--- config.mk ---
export PLATFORM = sky130hd
export DESIGN_NAME = pause_flow_ctrl
export DESIGN_NICKNAME = d
export VERILOG_FILES = /design/src/rtl/pfc_pkg.sv /design/src/rtl/pfc_quanta_timer.sv /design/src/rtl/pfc_mode_ctl.sv /design/src/rtl/pfc_tx_arb.sv /design/src/rtl/pause_flow_ctrl.sv
export SDC_FILE = /design/constraint.sdc
export NUM_CORES = 1
export LEC_CHECK = 0
export BUFFER_PORTS_ARGS = -buffer_cell sky130_fd_sc_hd__clkbuf_2
export CAP_MARGIN = 20
export CORE_MARGIN = 3
export CORE_UTILIZATION = 45
export CTS_BUF_LIST = sky130_fd_sc_hd__clkbuf_16
export CTS_CLUSTER_SIZE = 16
export DETAILED_ROUTE_END_ITERATION = 10
export PLACE_DENSITY_LB_ADDON = 0.1
export RECOVER_POWER = 25
export SLEW_MARGIN = 20
export SYNTH_ARGS = -nofsm -noshare
export SYNTH_HDL_FRONTEND = slang
export SYNTH_SLANG_ARGS = --single-unit
--- constraint.sdc ---
create_clock -name clk -period 2.5 [get_ports clk]
set_clock_uncertainty 0.15 [all_clocks]
set_input_delay 0.625 -clock clk [delete_from_list [all_inputs] [get_ports clk]]
set_output_delay 0.625 -clock clk [all_outputs]
set_load 0.01 [all_outputs]
--- src/rtl/pfc_pkg.sv ---
package pfc_pkg;

  typedef enum logic [1:0] {
    FC_OFF      = 2'b00,
    FC_ONCE     = 2'b01,
    FC_PERIODIC = 2'b10,
    FC_RESUME   = 2'b11
  } fc_mode_e;

  typedef enum logic [1:0] {
    ARB_IDLE  = 2'b00,
    ARB_DATA  = 2'b01,
    ARB_PAUSE = 2'b10
  } arb_state_e;

  // quanta to wait after a periodic pause frame before refreshing
  function automatic logic [15:0] refresh_quanta(input logic [15:0] ptime);
    logic [15:0] half;
    half = ptime >> 1;
    return (half == 16'd0) ? 16'd1 : half;
  endfunction

  // pause time placed in a transmitted frame for a given mode
  function automatic logic [15:0] frame_quanta(input fc_mode_e m, input logic [15:0] ptime);
    return (m == FC_RESUME) ? 16'd0 : ptime;
  endfunction

  function automatic logic is_one_shot(input fc_mode_e m);
    return (m == FC_ONCE) || (m == FC_RESUME);
  endfunction

endpackage

--- src/rtl/pfc_quanta_timer.sv ---
module pfc_quanta_timer #(
  parameter int QUANTUM_CYCLES = 64,
  parameter int TW             = 16
) (
  input  logic          clk,
  input  logic          rst_n,
  input  logic          load,
  input  logic [TW-1:0] load_val,
  output logic          running,
  output logic          expire
);
  localparam int PW = (QUANTUM_CYCLES > 1) ? $clog2(QUANTUM_CYCLES) : 1;
  localparam logic [PW-1:0] PRE_LAST = PW'(QUANTUM_CYCLES - 1);

  logic [PW-1:0] pre_q;
  logic [TW-1:0] cnt_q;
  logic          tick;

  assign running = (cnt_q != '0);
  assign tick    = running && (pre_q == PRE_LAST);
  assign expire  = tick && (cnt_q == TW'(1)) && !load;

  always_ff @(posedge clk) begin
    if (!rst_n) begin
      cnt_q <= '0;
      pre_q <= '0;
    end else if (load) begin
      cnt_q <= load_val;
      pre_q <= '0;
    end else if (running) begin
      if (tick) begin
        pre_q <= '0;
        cnt_q <= cnt_q - TW'(1);
      end else begin
        pre_q <= pre_q + PW'(1);
      end
    end
  end


  no_count_up_chk: assert property (@(posedge clk) disable iff (!rst_n)
    !load |=> cnt_q <= $past(cnt_q));


  idle_stays_idle_chk: assert property (@(posedge clk) disable iff (!rst_n)
    (!running && !load) |=> !running);

endmodule

--- src/rtl/pfc_mode_ctl.sv ---
module pfc_mode_ctl
  import pfc_pkg::*;
#(
  parameter int QUANTUM_CYCLES = 64
) (
  input  logic        clk,
  input  logic        rst_n,
  input  logic        full_duplex,
  input  logic        tx_pause_en,
  input  logic        mode_wr,
  input  logic [1:0]  mode_wdata,
  input  logic        lo_wr,
  input  logic        hi_wr,
  input  logic [7:0]  byte_wdata,
  input  logic        pause_sent,
  output fc_mode_e    mode,
  output logic        pend,
  output logic [15:0] pend_quanta,
  output logic        hd_on
);
  logic [15:0] ptime_q;
  logic        due_q;
  logic        refresh_load;
  logic        refresh_running;
  logic        refresh_expire;
  logic        send_ok;

  always_ff @(posedge clk) begin
    if (!rst_n) begin
      ptime_q <= '0;
    end else begin
      if (lo_wr) ptime_q[7:0]  <= byte_wdata;
      if (hi_wr) ptime_q[15:8] <= byte_wdata;
    end
  end

  always_ff @(posedge clk) begin
    if (!rst_n) begin
      mode <= FC_OFF;
    end else if (mode_wr) begin
      mode <= fc_mode_e'(mode_wdata);
    end else if (pause_sent && is_one_shot(mode)) begin
      mode <= FC_OFF;
    end
  end

  always_ff @(posedge clk) begin
    if (!rst_n) begin
      due_q <= 1'b0;
    end else if (mode_wr) begin
      due_q <= (fc_mode_e'(mode_wdata) == FC_PERIODIC);
    end else if (pause_sent) begin
      due_q <= 1'b0;
    end else if (refresh_expire && mode == FC_PERIODIC) begin
      due_q <= 1'b1;
    end
  end

  assign refresh_load = pause_sent && (mode == FC_PERIODIC) && !mode_wr;

  pfc_quanta_timer #(
    .QUANTUM_CYCLES(QUANTUM_CYCLES),
    .TW(16)
  ) u_refresh (
    .clk     (clk),
    .rst_n   (rst_n),
    .load    (refresh_load),
    .load_val(refresh_quanta(ptime_q)),
    .running (refresh_running),
    .expire  (refresh_expire)
  );

  assign send_ok     = full_duplex && tx_pause_en;
  assign pend        = send_ok && (is_one_shot(mode) || (mode == FC_PERIODIC && due_q));
  assign pend_quanta = frame_quanta(mode, ptime_q);
  assign hd_on       = !full_duplex && mode[0];


  oneshot_clear_chk: assert property (@(posedge clk) disable iff (!rst_n)
    (pause_sent && !mode_wr && is_one_shot(mode)) |=> (mode == FC_OFF));


  refresh_wait_chk: assert property (@(posedge clk) disable iff (!rst_n)
    (refresh_running && !mode_wr && !refresh_expire) |=> !due_q || $past(due_q));

endmodule

--- src/rtl/pfc_tx_arb.sv ---
module pfc_tx_arb
  import pfc_pkg::*;
(
  input  logic        clk,
  input  logic        rst_n,
  input  logic        pend,
  input  logic [15:0] pend_quanta,
  input  logic        paused,
  input  logic        host_tx_req,
  input  logic        tx_done,
  input  logic        pause_ack,
  output logic        tx_rts,
  output logic        tx_start,
  output logic        pause_req,
  output logic [15:0] pause_quanta,
  output logic        pause_sent
);
  arb_state_e state_q;
  logic       go_pause;
  logic       go_data;
  logic       data_fin;

  assign go_pause   = (state_q == ARB_IDLE) && pend;
  assign go_data    = (state_q == ARB_IDLE) && !pend && tx_rts && !paused;
  assign data_fin   = (state_q == ARB_DATA) && tx_done;
  assign pause_sent = (state_q == ARB_PAUSE) && pause_ack;
  assign tx_start   = go_data;
  assign pause_req  = (state_q == ARB_PAUSE);

  always_ff @(posedge clk) begin
    if (!rst_n) begin
      state_q      <= ARB_IDLE;
      pause_quanta <= '0;
    end else begin
      unique case (state_q)
        ARB_IDLE: begin
          if (go_pause) begin
            state_q      <= ARB_PAUSE;
            pause_quanta <= pend_quanta;
          end else if (go_data) begin
            state_q <= ARB_DATA;
          end
        end
        ARB_DATA:  if (tx_done)   state_q <= ARB_IDLE;
        ARB_PAUSE: if (pause_ack) state_q <= ARB_IDLE;
        default:   state_q <= ARB_IDLE;
      endcase
    end
  end

  always_ff @(posedge clk) begin
    if (!rst_n)           tx_rts <= 1'b0;
    else if (host_tx_req) tx_rts <= 1'b1;
    else if (data_fin)    tx_rts <= 1'b0;
  end


  req_hold_chk: assert property (@(posedge clk) disable iff (!rst_n)
    (pause_req && !pause_ack) |=> (pause_req && $stable(pause_quanta)));


  rts_hold_chk: assert property (@(posedge clk) disable iff (!rst_n)
    (tx_rts && !data_fin) |=> tx_rts);


  no_cut_in_chk: assert property (@(posedge clk) disable iff (!rst_n)
    (state_q == ARB_DATA && !tx_done) |=> !pause_req);

endmodule

--- src/rtl/pause_flow_ctrl.sv ---
module pause_flow_ctrl
  import pfc_pkg::*;
#(
  parameter int QUANTUM_CYCLES = 64
) (
  input  logic        clk,
  input  logic        rst_n,
  input  logic        cfg_full_duplex,
  input  logic        cfg_tx_pause_en,
  input  logic        cfg_rx_pause_en,
  input  logic        fc_mode_wr,
  input  logic [1:0]  fc_mode_wdata,
  input  logic        ptime_lo_wr,
  input  logic        ptime_hi_wr,
  input  logic [7:0]  ptime_wdata,
  output logic [1:0]  fc_mode,
  output logic        duplex_shadow,
  output logic        hd_flow_on,
  output logic        pause_req,
  output logic [15:0] pause_quanta,
  input  logic        pause_ack,
  input  logic        rx_pause_valid,
  input  logic [15:0] rx_pause_quanta,
  output logic        tx_paused,
  input  logic        host_tx_req,
  output logic        tx_rts,
  output logic        tx_start,
  input  logic        tx_done
);
  fc_mode_e    mode;
  logic        pend;
  logic [15:0] pend_quanta;
  logic        pause_sent;
  logic        rx_load;
  logic        rx_expire;

  assign duplex_shadow = cfg_full_duplex;
  assign fc_mode       = mode;
  assign rx_load       = rx_pause_valid && cfg_rx_pause_en;

  pfc_mode_ctl #(.QUANTUM_CYCLES(QUANTUM_CYCLES)) u_mode (
    .clk        (clk),
    .rst_n      (rst_n),
    .full_duplex(cfg_full_duplex),
    .tx_pause_en(cfg_tx_pause_en),
    .mode_wr    (fc_mode_wr),
    .mode_wdata (fc_mode_wdata),
    .lo_wr      (ptime_lo_wr),
    .hi_wr      (ptime_hi_wr),
    .byte_wdata (ptime_wdata),
    .pause_sent (pause_sent),
    .mode       (mode),
    .pend       (pend),
    .pend_quanta(pend_quanta),
    .hd_on      (hd_flow_on)
  );

  pfc_quanta_timer #(.QUANTUM_CYCLES(QUANTUM_CYCLES), .TW(16)) u_rx_timer (
    .clk     (clk),
    .rst_n   (rst_n),
    .load    (rx_load),
    .load_val(rx_pause_quanta),
    .running (tx_paused),
    .expire  (rx_expire)
  );

  pfc_tx_arb u_arb (
    .clk         (clk),
    .rst_n       (rst_n),
    .pend        (pend),
    .pend_quanta (pend_quanta),
    .paused      (tx_paused),
    .host_tx_req (host_tx_req),
    .tx_done     (tx_done),
    .pause_ack   (pause_ack),
    .tx_rts      (tx_rts),
    .tx_start    (tx_start),
    .pause_req   (pause_req),
    .pause_quanta(pause_quanta),
    .pause_sent  (pause_sent)
  );


  req_needs_enable_chk: assert property (@(posedge clk) disable iff (!rst_n)
    $rose(pause_req) |-> $past(cfg_full_duplex && cfg_tx_pause_en));


  zero_cancel_chk: assert property (@(posedge clk) disable iff (!rst_n)
    (rx_pause_valid && cfg_rx_pause_en && rx_pause_quanta == 16'd0) |=> !tx_paused);


  rx_ignored_chk: assert property (@(posedge clk) disable iff (!rst_n)
    (!cfg_rx_pause_en && !tx_paused) |=> !tx_paused);


  expire_ends_pause_chk: assert property (@(posedge clk) disable iff (!rst_n)
    (rx_expire && !rx_load) |=> !tx_paused);

endmodule

==> reports/metrics.yaml <==
status: "finished clean"
power.leakage_uw: 0.001825
synth_top_family_by_area: "simple AND/OR/NAND/NOR gates"
synth_top_flop_cell: "dfxtp_1"
grt_pass1_wl_mm: 16.01
hold_class: "reg -> reg"
die_h_um: 98.59
clockBufferDepth: 2
multi_input_area_um2: 2161
fin_util_pct: 56.59
ys_ff_latch: 82
grt_max_degree: 39
fin_setup_tns_ns: 0
arrival_ns: 1.70
wl_mm: 9.657
endpoint_kind: "output pin"
ys_seq_area_share_pct: 42.56
synth_area_um2: 3857
max_slew_margin_pct: 35.53
synthArstFlopShare_pct: 0
synth_top_area_cell: "dfxtp_1"
synthTopCellsByArea: "dfxtp_1 (43%), a21oi_1 (5.7%), xor2_1 (5.0%)"
syn-num-nets: 503
synth_top_area_share_pct: 42.56
regArea_um2: 1644
synth_compound_area_share_pct: 12.97
maxCapViolations: 0
finalNetCount: 569
portBuffers: 61
drive_above_1_share_pct: 21.13
dieWidth_um: 98.59
start_util_pct: 46.71
tightestPinTransition_ns: 0.9671
rsz0062_at_grt: "true"
min_path_cells: 2
route.vias.total: 3519
rows: 33
min_from: "u_arb.pause_quanta[14]"
drc: 0
grt_overflow: 0
r2r_cells: 6
io-pin-count: 62
antenna_cells: 0
yosys_warnings: 0
dieArea_um2: 9719
grt_pass1_vias: 3310
drt_iter0_drc: 186
place_ws_ns: 0.008039
synth_edf_count: 0
fin_crit_sh_pct: 99.06
synthAdderAreaFrac_pct: 1.946
clock-sinks: 82
clk_pin_slew_ns: 0.07
fin_ws_ns: 0.02347
synth-xor-area-share_pct: 6.812
root_buffer: "clkbuf_16"
slew_violations: 0
viasPerCell: 5.542
required_ns: 1.73
synth_mux_area_share_pct: 5.514
cts_tree: "done"
power_density_nw_per_um2: 628.0
period_needed_ns: 2.477
dp_hpwl_mm: 6.843
grt_util_all_layers_pct: 20.09
postSynthCellCount: 459
final-hold-violation-count: 0
critPathKind: "reg -> out"
synth_top_cells_by_count: "dfxtp_1 (82), nand2_1 (49), a21oi_1 (44)"
crit_fanout: 4
ir_drop_mv: 0.3764
r2r-start: "u_mode.u_refresh.cnt_q[0]"
setup_viol: 0
routedWlPerCell_um: 15.21
n_fill_cell: 811
clk_latency_ns: 0.34
synth-simple-area-share_pct: 26.44
antenna_found_initial: 0
cts_max_level: 3
core-area_um2: 8258
synth.distinct_cells: 43
syn_avg_cell_area_um2: 8.404
ant_nets: 0
yosysMostFrequentCell: "dfxtp_1"
syn_to_final_growth_pct: 21.15
cp-start-kind: "register"
dr.pass1.iters: 5
max_freq_mhz: 403.8
crit_start: "u_rx_timer.cnt_q[13]"
gp_congestion: 0.8341
cts_made_buffers: 9
## stage by stage
stage / instances / hold WS (ns) / instance area (um2) / total power, uW
floorplan: 459 / 0.2972 / 3857 / 1571
global placement: 615 / 0.2898 / 4295 / 1672
detailed placement: 615 / 0.2968 / 4295 / 1678
CTS: 633 / 0.3065 / 4654 / 2961
global route: 635 / 0.3257 / 4673 / 3064
finish: 635 / 0.3029 / 4673 / 2935
## sequential cells by signal, indices dropped and copies added (netlist names)
name and cells:
u_mode.mode 2, u_mode.due_q 1, u_mode.ptime_q 16, u_arb.state_q 2
u_rx_timer.cnt_q 16, u_arb.tx_rts 1, u_rx_timer.pre_q 6, u_mode.u_refresh.pre_q 6
u_mode.u_refresh.cnt_q 16, u_arb.pause_quanta 16
## report_power, final
part	leakage [uW]	internal [uW]	switching, uW
sequential	0.000669	1350	56.9
clock	0.000139	692	567
combinational	0.00102	127	142
total	0.00183	2170	766
## cells in the final DEF (no fill, tap or decap), types with 5 or more instances in the layout
master     instances
nand3b_1           6
a21oi_1           43
dfxtp_1           80
clkbuf_1           9
mux2i_1           19
clkbuf_2          52
xnor2_1            8
clkbuf_16          9
o21ai_0           31
inv_1              7
nand4_1           12
buf_4             16
nor3_1            11
nand2_1           49
nor2_1            42
ha_1               5
xor2_1            22
nand3_1           27
nor4_1            11
## worst max-delay path: stages (launching register included)
cell	delay, ns
dfxtp_1	0.36
nor4_4	0.33
and4_4	0.30
nand3_2	0.09
nor3_2	0.15
buf_2	0.15
## path summary, 6_finish.rpt
| path | slack, ns | to |
|---|---|---|
| hold reg to reg | 0.30 | u_arb.pause_quanta[14] |
| setup reg to reg | 0.09 | u_mode.u_refresh.cnt_q[1] |
| setup / recovery | 0.02 | tx_start |
| hold / removal | 0.30 | u_arb.pause_quanta[14] |
## logic make-up (layout without fill, tap and decap cells)
family / Yosys count / after routing
AND/OR/NAND/NOR: 195 / 197
XOR/XNOR: 30 / 30
flip-flops: 82 / 82
AO/OA/AOI/OAI: 91 / 91
multiplexers: 21 / 21
adder cells (fa/ha/maj): 6 / 6
buffers and inverters: 34 / 103
## timing repair
| action | 4_1_cts | 5_1_grt |
|---|---|---|
| gates resized for setup | 14 | 6 |
| pin swaps | 5 | 1 |
| endpoints found under the setup margin | 3 | 19 |
| endpoints found under the hold margin | 0 | 0 |
| buffers inserted | 2 | 0 |
| hold buffers | 0 | 0 |
| cloned | 0 | 2 |
## layer usage
| layer | track usage (%) | part of all wire [%] | up-vias |
|---|---|---|---|
| met2 | 29.33 | 43 | 87 |
| met1 | 29.72 | 52 | 1637 |
| met3 | 3.468 | 4.0 | 6 |
| li1 | - | - | 1789 |
| met4 | 7.248 | 0.86 | 0 |
| met5 | 0 | 0 | - |
## area by class of cell
class / instances / area share [%]
repair buffers: 78 / 8.969
inverters: 9 / 0.7229
flip-flops and latches: 82 / 35.18
well taps: 105 / 2.811
clock buffers: 9 / 4.819
clock inverters: 7 / 1.258
multi-input cells: 345 / 46.24
Note: power is estimated with default switching activity, not from simulation.
